<file path="src/rtl/ilv_pkg.sv">
package ilv_pkg;

    localparam int QW_BYTES = 16;

    typedef enum logic {
        DIR_TO_SPR = 1'b0,
        DIR_TO_MEM = 1'b1
    } ilv_dir_e;

    // Length of the next chunk: a zero size stands for "everything left".
    function automatic logic [31:0] chunk_len(input logic [31:0] size,
                                              input logic [31:0] left);
        if (size == 32'd0 || size > left)
            return left;
        return size;
    endfunction

endpackage

</file>
<file path="src/rtl/ilv_chunk_ctl.sv">
module ilv_chunk_ctl #(
    parameter int CNT_W = 16,
    parameter int SZ_W  = 10
) (
    input  logic             clk,
    input  logic             rst,
    input  logic             load,
    input  logic [CNT_W-1:0] total,
    input  logic [SZ_W-1:0]  size,
    input  logic             accept,
    output logic             busy,
    output logic [CNT_W-1:0] remaining,
    output logic             chunk_end,
    output logic             done
);
    import ilv_pkg::*;

    logic [CNT_W-1:0] rem_q, left_q, rem_nx;
    logic [SZ_W-1:0]  size_q;
    logic             busy_q, done_q;

    assign rem_nx = rem_q - CNT_W'(1);

    always_ff @(posedge clk) begin
        if (rst) begin
            rem_q  <= '0;
            left_q <= '0;
            size_q <= '0;
            busy_q <= 1'b0;
            done_q <= 1'b0;
        end else begin
            done_q <= 1'b0;
            if (load) begin
                rem_q  <= total;
                size_q <= size;
                left_q <= CNT_W'(chunk_len(32'(size), 32'(total)));
                if (total == '0)
                    done_q <= 1'b1;
                else
                    busy_q <= 1'b1;
            end else if (busy_q && accept) begin
                rem_q <= rem_nx;
                if (rem_q == CNT_W'(1)) begin
                    busy_q <= 1'b0;
                    done_q <= 1'b1;
                end
                if (left_q == CNT_W'(1))
                    left_q <= CNT_W'(chunk_len(32'(size_q), 32'(rem_nx)));
                else
                    left_q <= left_q - CNT_W'(1);
            end
        end
    end

    assign busy      = busy_q;
    assign remaining = rem_q;
    assign chunk_end = (left_q == CNT_W'(1));
    assign done      = done_q;

endmodule

</file>
<file path="src/rtl/ilv_addr_ptr.sv">
module ilv_addr_ptr #(
    parameter int AW      = 32,
    parameter int SZ_W    = 10,
    parameter bit STRIDED = 1'b1
) (
    input  logic            clk,
    input  logic            rst,
    input  logic            load,
    input  logic [AW-1:0]   base,
    input  logic [SZ_W-1:0] skip,
    input  logic            step,
    input  logic            chunk_end,
    output logic [AW-1:0]   addr
);
    import ilv_pkg::*;

    localparam logic [AW-1:0] QW_STEP = AW'(QW_BYTES);

    logic [AW-1:0] jump;
    logic [AW-1:0] addr_q;

    generate
        if (STRIDED) begin : g_stride
            logic [SZ_W-1:0] skip_q;
            always_ff @(posedge clk) begin
                if (rst)
                    skip_q <= '0;
                else if (load)
                    skip_q <= skip;
            end
            assign jump = AW'({skip_q, 4'b0000});
        end else begin : g_flat
            logic unused_skip;
            assign unused_skip = ^skip;
            assign jump = '0;
        end
    endgenerate

    always_ff @(posedge clk) begin
        if (rst)
            addr_q <= '0;
        else if (load)
            addr_q <= base;
        else if (step)
            addr_q <= addr_q + QW_STEP + (chunk_end ? jump : '0);
    end

    assign addr = addr_q;

endmodule

</file>
<file path="src/rtl/ilv_addr_gen.sv">
module ilv_addr_gen #(
    parameter int CNT_W  = 16,
    parameter int SZ_W   = 10,
    parameter int MEM_AW = 32,
    parameter int SPR_AW = 14
) (
    input  logic              clk,
    input  logic              rst,
    input  logic              start,
    input  logic              dir,
    input  logic [CNT_W-1:0]  total_qw,
    input  logic [SZ_W-1:0]   xfer_qw,
    input  logic [SZ_W-1:0]   skip_qw,
    input  logic [MEM_AW-1:0] mem_base,
    input  logic [SPR_AW-1:0] spr_base,
    output logic              req,
    input  logic              ready,
    output logic              mem_we,
    output logic              spr_we,
    output logic [MEM_AW-1:0] mem_addr,
    output logic [SPR_AW-1:0] spr_addr,
    output logic [CNT_W-1:0]  remaining,
    output logic              busy,
    output logic              done
);
    import ilv_pkg::*;

    logic     load, accept, chunk_end, busy_i;
    ilv_dir_e dir_q;

    assign load   = start && !busy_i;
    assign accept = busy_i && ready;

    always_ff @(posedge clk) begin
        if (rst)
            dir_q <= DIR_TO_SPR;
        else if (load)
            dir_q <= ilv_dir_e'(dir);
    end

    ilv_chunk_ctl #(.CNT_W(CNT_W), .SZ_W(SZ_W)) u_ctl (
        .clk(clk), .rst(rst), .load(load), .total(total_qw), .size(xfer_qw),
        .accept(accept), .busy(busy_i), .remaining(remaining),
        .chunk_end(chunk_end), .done(done)
    );

    ilv_addr_ptr #(.AW(MEM_AW), .SZ_W(SZ_W), .STRIDED(1'b1)) u_mem_ptr (
        .clk(clk), .rst(rst), .load(load), .base(mem_base), .skip(skip_qw),
        .step(accept), .chunk_end(chunk_end), .addr(mem_addr)
    );

    ilv_addr_ptr #(.AW(SPR_AW), .SZ_W(SZ_W), .STRIDED(1'b0)) u_spr_ptr (
        .clk(clk), .rst(rst), .load(load), .base(spr_base), .skip(skip_qw),
        .step(accept), .chunk_end(chunk_end), .addr(spr_addr)
    );

    assign busy   = busy_i;
    assign req    = busy_i;
    assign mem_we = busy_i && (dir_q == DIR_TO_MEM);
    assign spr_we = busy_i && (dir_q == DIR_TO_SPR);

endmodule

</file>
<file path="config.mk">
export PLATFORM = sky130hd
export DESIGN_NAME = ilv_addr_gen
export DESIGN_NICKNAME = d
export VERILOG_FILES = /design/src/rtl/ilv_pkg.sv /design/src/rtl/ilv_chunk_ctl.sv /design/src/rtl/ilv_addr_ptr.sv /design/src/rtl/ilv_addr_gen.sv
export SDC_FILE = /design/constraint.sdc
export NUM_CORES = 1
export LEC_CHECK = 0
export BUFFER_PORTS_ARGS = -buffer_cell sky130_fd_sc_hd__buf_2
export CORE_MARGIN = 3
export CORE_UTILIZATION = 40
export CTS_CLUSTER_DIAMETER = 120
export CTS_CLUSTER_SIZE = 10
export DETAILED_ROUTE_END_ITERATION = 8
export SYNTH_ARGS = -nofsm -noshare
export SYNTH_HDL_FRONTEND = slang
export SYNTH_SLANG_ARGS = --single-unit
</file>
<file path="constraint.sdc">
create_clock -name clk -period 11.2 [get_ports clk]
set_input_delay 0.56 -clock clk [delete_from_list [all_inputs] [get_ports clk]]
set_output_delay 0.56 -clock clk [all_outputs]
set_load 0.005 [all_outputs]
</file>
==> metrics.cfg <==
[setup_path]
reg2reg_from=u_ctl.left_q[7]
rr_worst_depth=18
cp_cell_sequence=or4_1 -> or4_1 -> nor2_2 -> buf_4 -> nand2_1 -> ha_1 -> inv_1 -> ha_1 -> inv_1 -> fa_1 -> nor2b_1 -> nor2_1 -> o2111a_1 -> o31ai_2 -> nand2_1 -> nor4b_1 -> a21oi_1 -> a21oi_1
path_max_fanout=30
crit_buf_inv=3
worst_ep_arrival_time_ns=5.25
cp-end-kind=flip-flop
cp_data_required_time_ns=11.48
regToRegEndpoint=u_mem_ptr.addr[29]
cp_top_family=simple AND/OR/NAND/NOR gates
cp_slowest_cell=or4_1
crit_path_max_incr_delay_ns=0.61
path_class=flip-flop to flip-flop
worstSetupStartpointType=flip-flop
rrSetupSlack_ns=6.23
cp.depth=18

[detailed_routing]
vias_per_cell=5.79
routed_wl_um=21400
vias=6925
drt_iter0_markers=469
detail-route-antenna-nets=0
drc=0
wire_per_inst_um=17.9
firstDrtPassIters=7

[die]
die_w_um=134
die_area_um2=18000
start_util_pct=41.1
rows=46
io_pins=154
chipHeight_um=134
core_um2=16000

[worst_hold_path]
hp-class=primary input to flip-flop
whs_path_depth=3
min_to=u_spr_ptr.addr[2]
min_from=spr_base[2]

[global_routing]
grt_pass1_wl_um=34200
grt.total_usage_pct=23.3
antenna_found_initial=0
first_global_vias=6464
grt_start_max_net_pins=82
gr-total-overflow=0

[logic_synthesis]
async_reset_ff_share_pct=0
synth_top_area_share_pct=30.8
synthCells=864
syn_nets=997
yosys.area.top_type=dfxtp_1
ys_types=69
synth-main-ff-cell=dfxtp_1
ys_seq_area_share_pct=30.8
synth_edf_count=0
syn_area_um2=6580
yosys_register_bits=101
yosysWarnings=0
synthTopCellsByArea=dfxtp_1 (31%), ha_1 (8.6%), a21oi_1 (7.3%), nand2_1 (6.9%), nor2_1 (4.2%)
syn_avg_cell_area_um2=7.61

[sta]
setup_ws_ns=6.23
skew_ns=0.00794
rsz0062_at_grt=false
fmax_ghz=0.201
finalCritPeriodShare_pct=44.4
slew_violations=0
setup_viol=0
hold_viol_final=0
setup_tns_ns=0
period_needed_ns=4.97
slew_headroom_pct=29.3
tightest_slew_ns=1.06

[clock_network]
cts.sinks=101
postCtsSetupRepairBufs=0
cts_buffer_depth=2
cts_tree=yes
holdBufCountCts=0
cts_root_buf=clkbuf_16
numCtsBuffers=9
insertion_delay_ns=0.36
ctsResizeCount=0
clk_pin_slew_ns=0.07
h-tree-depth=3

[place]
place_inst=1181
gp_congestion=0.901
place_ws_ns=6.26
dp.final_hpwl_um=15100
portBuffers=153

[power]
ir_drop_uv=81.8
p_leak_uw=0.00332
p_per_area_nw_per_um2=133

[final_layout]
multi_input_area_um2=4200
diodes=0
syn2layout_area_growth_pct=17.7
nets=1109
fin_cells=1196
fillerInstances=1671
regArea_um2=2020
drive_above_1_share_pct=20.3

[status]
status=finished, final reports clean

[job]
cap_violations=0

[tightest hold or removal path, cell delays in order]
cell	delay [ns]
buf_2	0.09
nand2_1	0.04
a21oi_1	0.05
[where the power goes]
group / total (uW) / switching [uW] / internal [uW]
Sequential: 420 / 34.2 / 386
Clock: 328 / 153 / 175
Combinational: 279 / 168 / 111
[cells in the mapped netlist (3+ instances only)]
cell	n
buf_1	16
o221a_2	3
or4_1	12
nand3_1	18
o211ai_1	12
a21oi_1	96
buf_2	4
nand4_1	12
inv_1	34
and2_1	12
o22ai_1	6
nor2_1	74
a21o_1	5
o21ai_1	3
o21a_1	4
a222oi_1	3
a211oi_1	7
or3_1	5
mux2i_1	6
ha_1	45
a211o_1	3
a221oi_1	17
o311ai_0	5
mux2_2	3
a31oi_1	12
nor3b_1	3
nor2b_1	5
xor2_1	15
nor4_1	17
nand2_1	120
clkbuf_1	35
xnor2_1	11
nand4b_1	3
a22oi_1	14
and3_1	7
o21ai_0	34
nor3_1	38
dfxtp_1	101
[flip-flops by register name, indices dropped and copies added (netlist names)]
signal                     flops
u_ctl.left_q                  16
u_mem_ptr.addr                32
dir_q                          1
u_ctl.remaining               16
u_ctl.size_q                  10
u_ctl.done                     1
u_ctl.busy                     1
u_spr_ptr.addr                14
u_mem_ptr.g_stride.skip_q     10
[worst max-delay path by stage]
| stage | from | slack (ns) | to |
|---|---|---|---|
| floorplan | u_ctl.left_q[7] | 6.64 | u_mem_ptr.addr[29] |
| global placement | u_ctl.left_q[7] | 6.40 | u_mem_ptr.addr[29] |
| detailed placement | u_ctl.left_q[7] | 6.26 | u_mem_ptr.addr[29] |
| CTS | u_ctl.left_q[7] | 6.23 | u_mem_ptr.addr[29] |
| global route | u_ctl.left_q[7] | 5.80 | u_mem_ptr.addr[29] |
| finish | u_ctl.left_q[7] | 6.23 | u_mem_ptr.addr[29] |
[cells by family after synthesis]
logic type,Yosys count,synth area share (%)
flops,101,30.8
mux,9,1.43
xor+xnor,26,3.46
simple gates,338,24.6
fa+ha+maj,46,8.87
compound gates,251,25.2
buf+inv,93,5.73
[stage by stage]
stage                     total power (uW)  util [%]  cell area [um2]  hold slack (ns)
final                                 1030      48.4             7740            0.431
after global routing                  1090      48.4             7740            0.440
after CTS                             1030      48.4             7740            0.419
after detailed placement               702      46.5             7440            0.446
after global placement                 702      46.5             7440            0.442
after floorplan                        609         -             6580            0.432
[metal layers]
metal | track usage (%) | vias up | wire length, um
li1 | - | 3392 | -
met1 | 32.8 | 3262 | 9820
met2 | 36.1 | 239 | 9690
met3 | 4.80 | 32 | 1530
met4 | 6.67 | 0 | 318
met5 | 0 | - | 0
[layout by cell type, fill, tap and decap left out, types with 8 or more instances in the layout]
cell type | Yosys | layout
nand4_1 | 12 | 12
a21oi_1 | 96 | 96
a221oi_1 | 17 | 17
nor3_1 | 38 | 38
o21ai_0 | 34 | 34
ha_1 | 45 | 45
nand3_1 | 18 | 18
nand2_1 | 120 | 119
xnor2_1 | 11 | 11
o211ai_1 | 12 | 12
a22oi_1 | 14 | 14
dfxtp_1 | 101 | 101
clkbuf_16 | 0 | 9
a31oi_1 | 12 | 12
nor4_1 | 17 | 17
xor2_1 | 15 | 15
buf_4 | 2 | 8
buf_2 | 4 | 152
and2_1 | 12 | 12
or4_1 | 12 | 12
nor2_1 | 74 | 72
inv_1 | 34 | 34
[cell type report]
type                    count  area share [%]
multi-input cells         670            54.3
flip-flops and latches    101            26.1
repair buffers            160            10.6
well taps                 216            3.49
clock buffers               9            2.91
inverters                  34            1.65
clock inverters             6           0.922
Note: power is estimated with default switching activity, not from simulation.
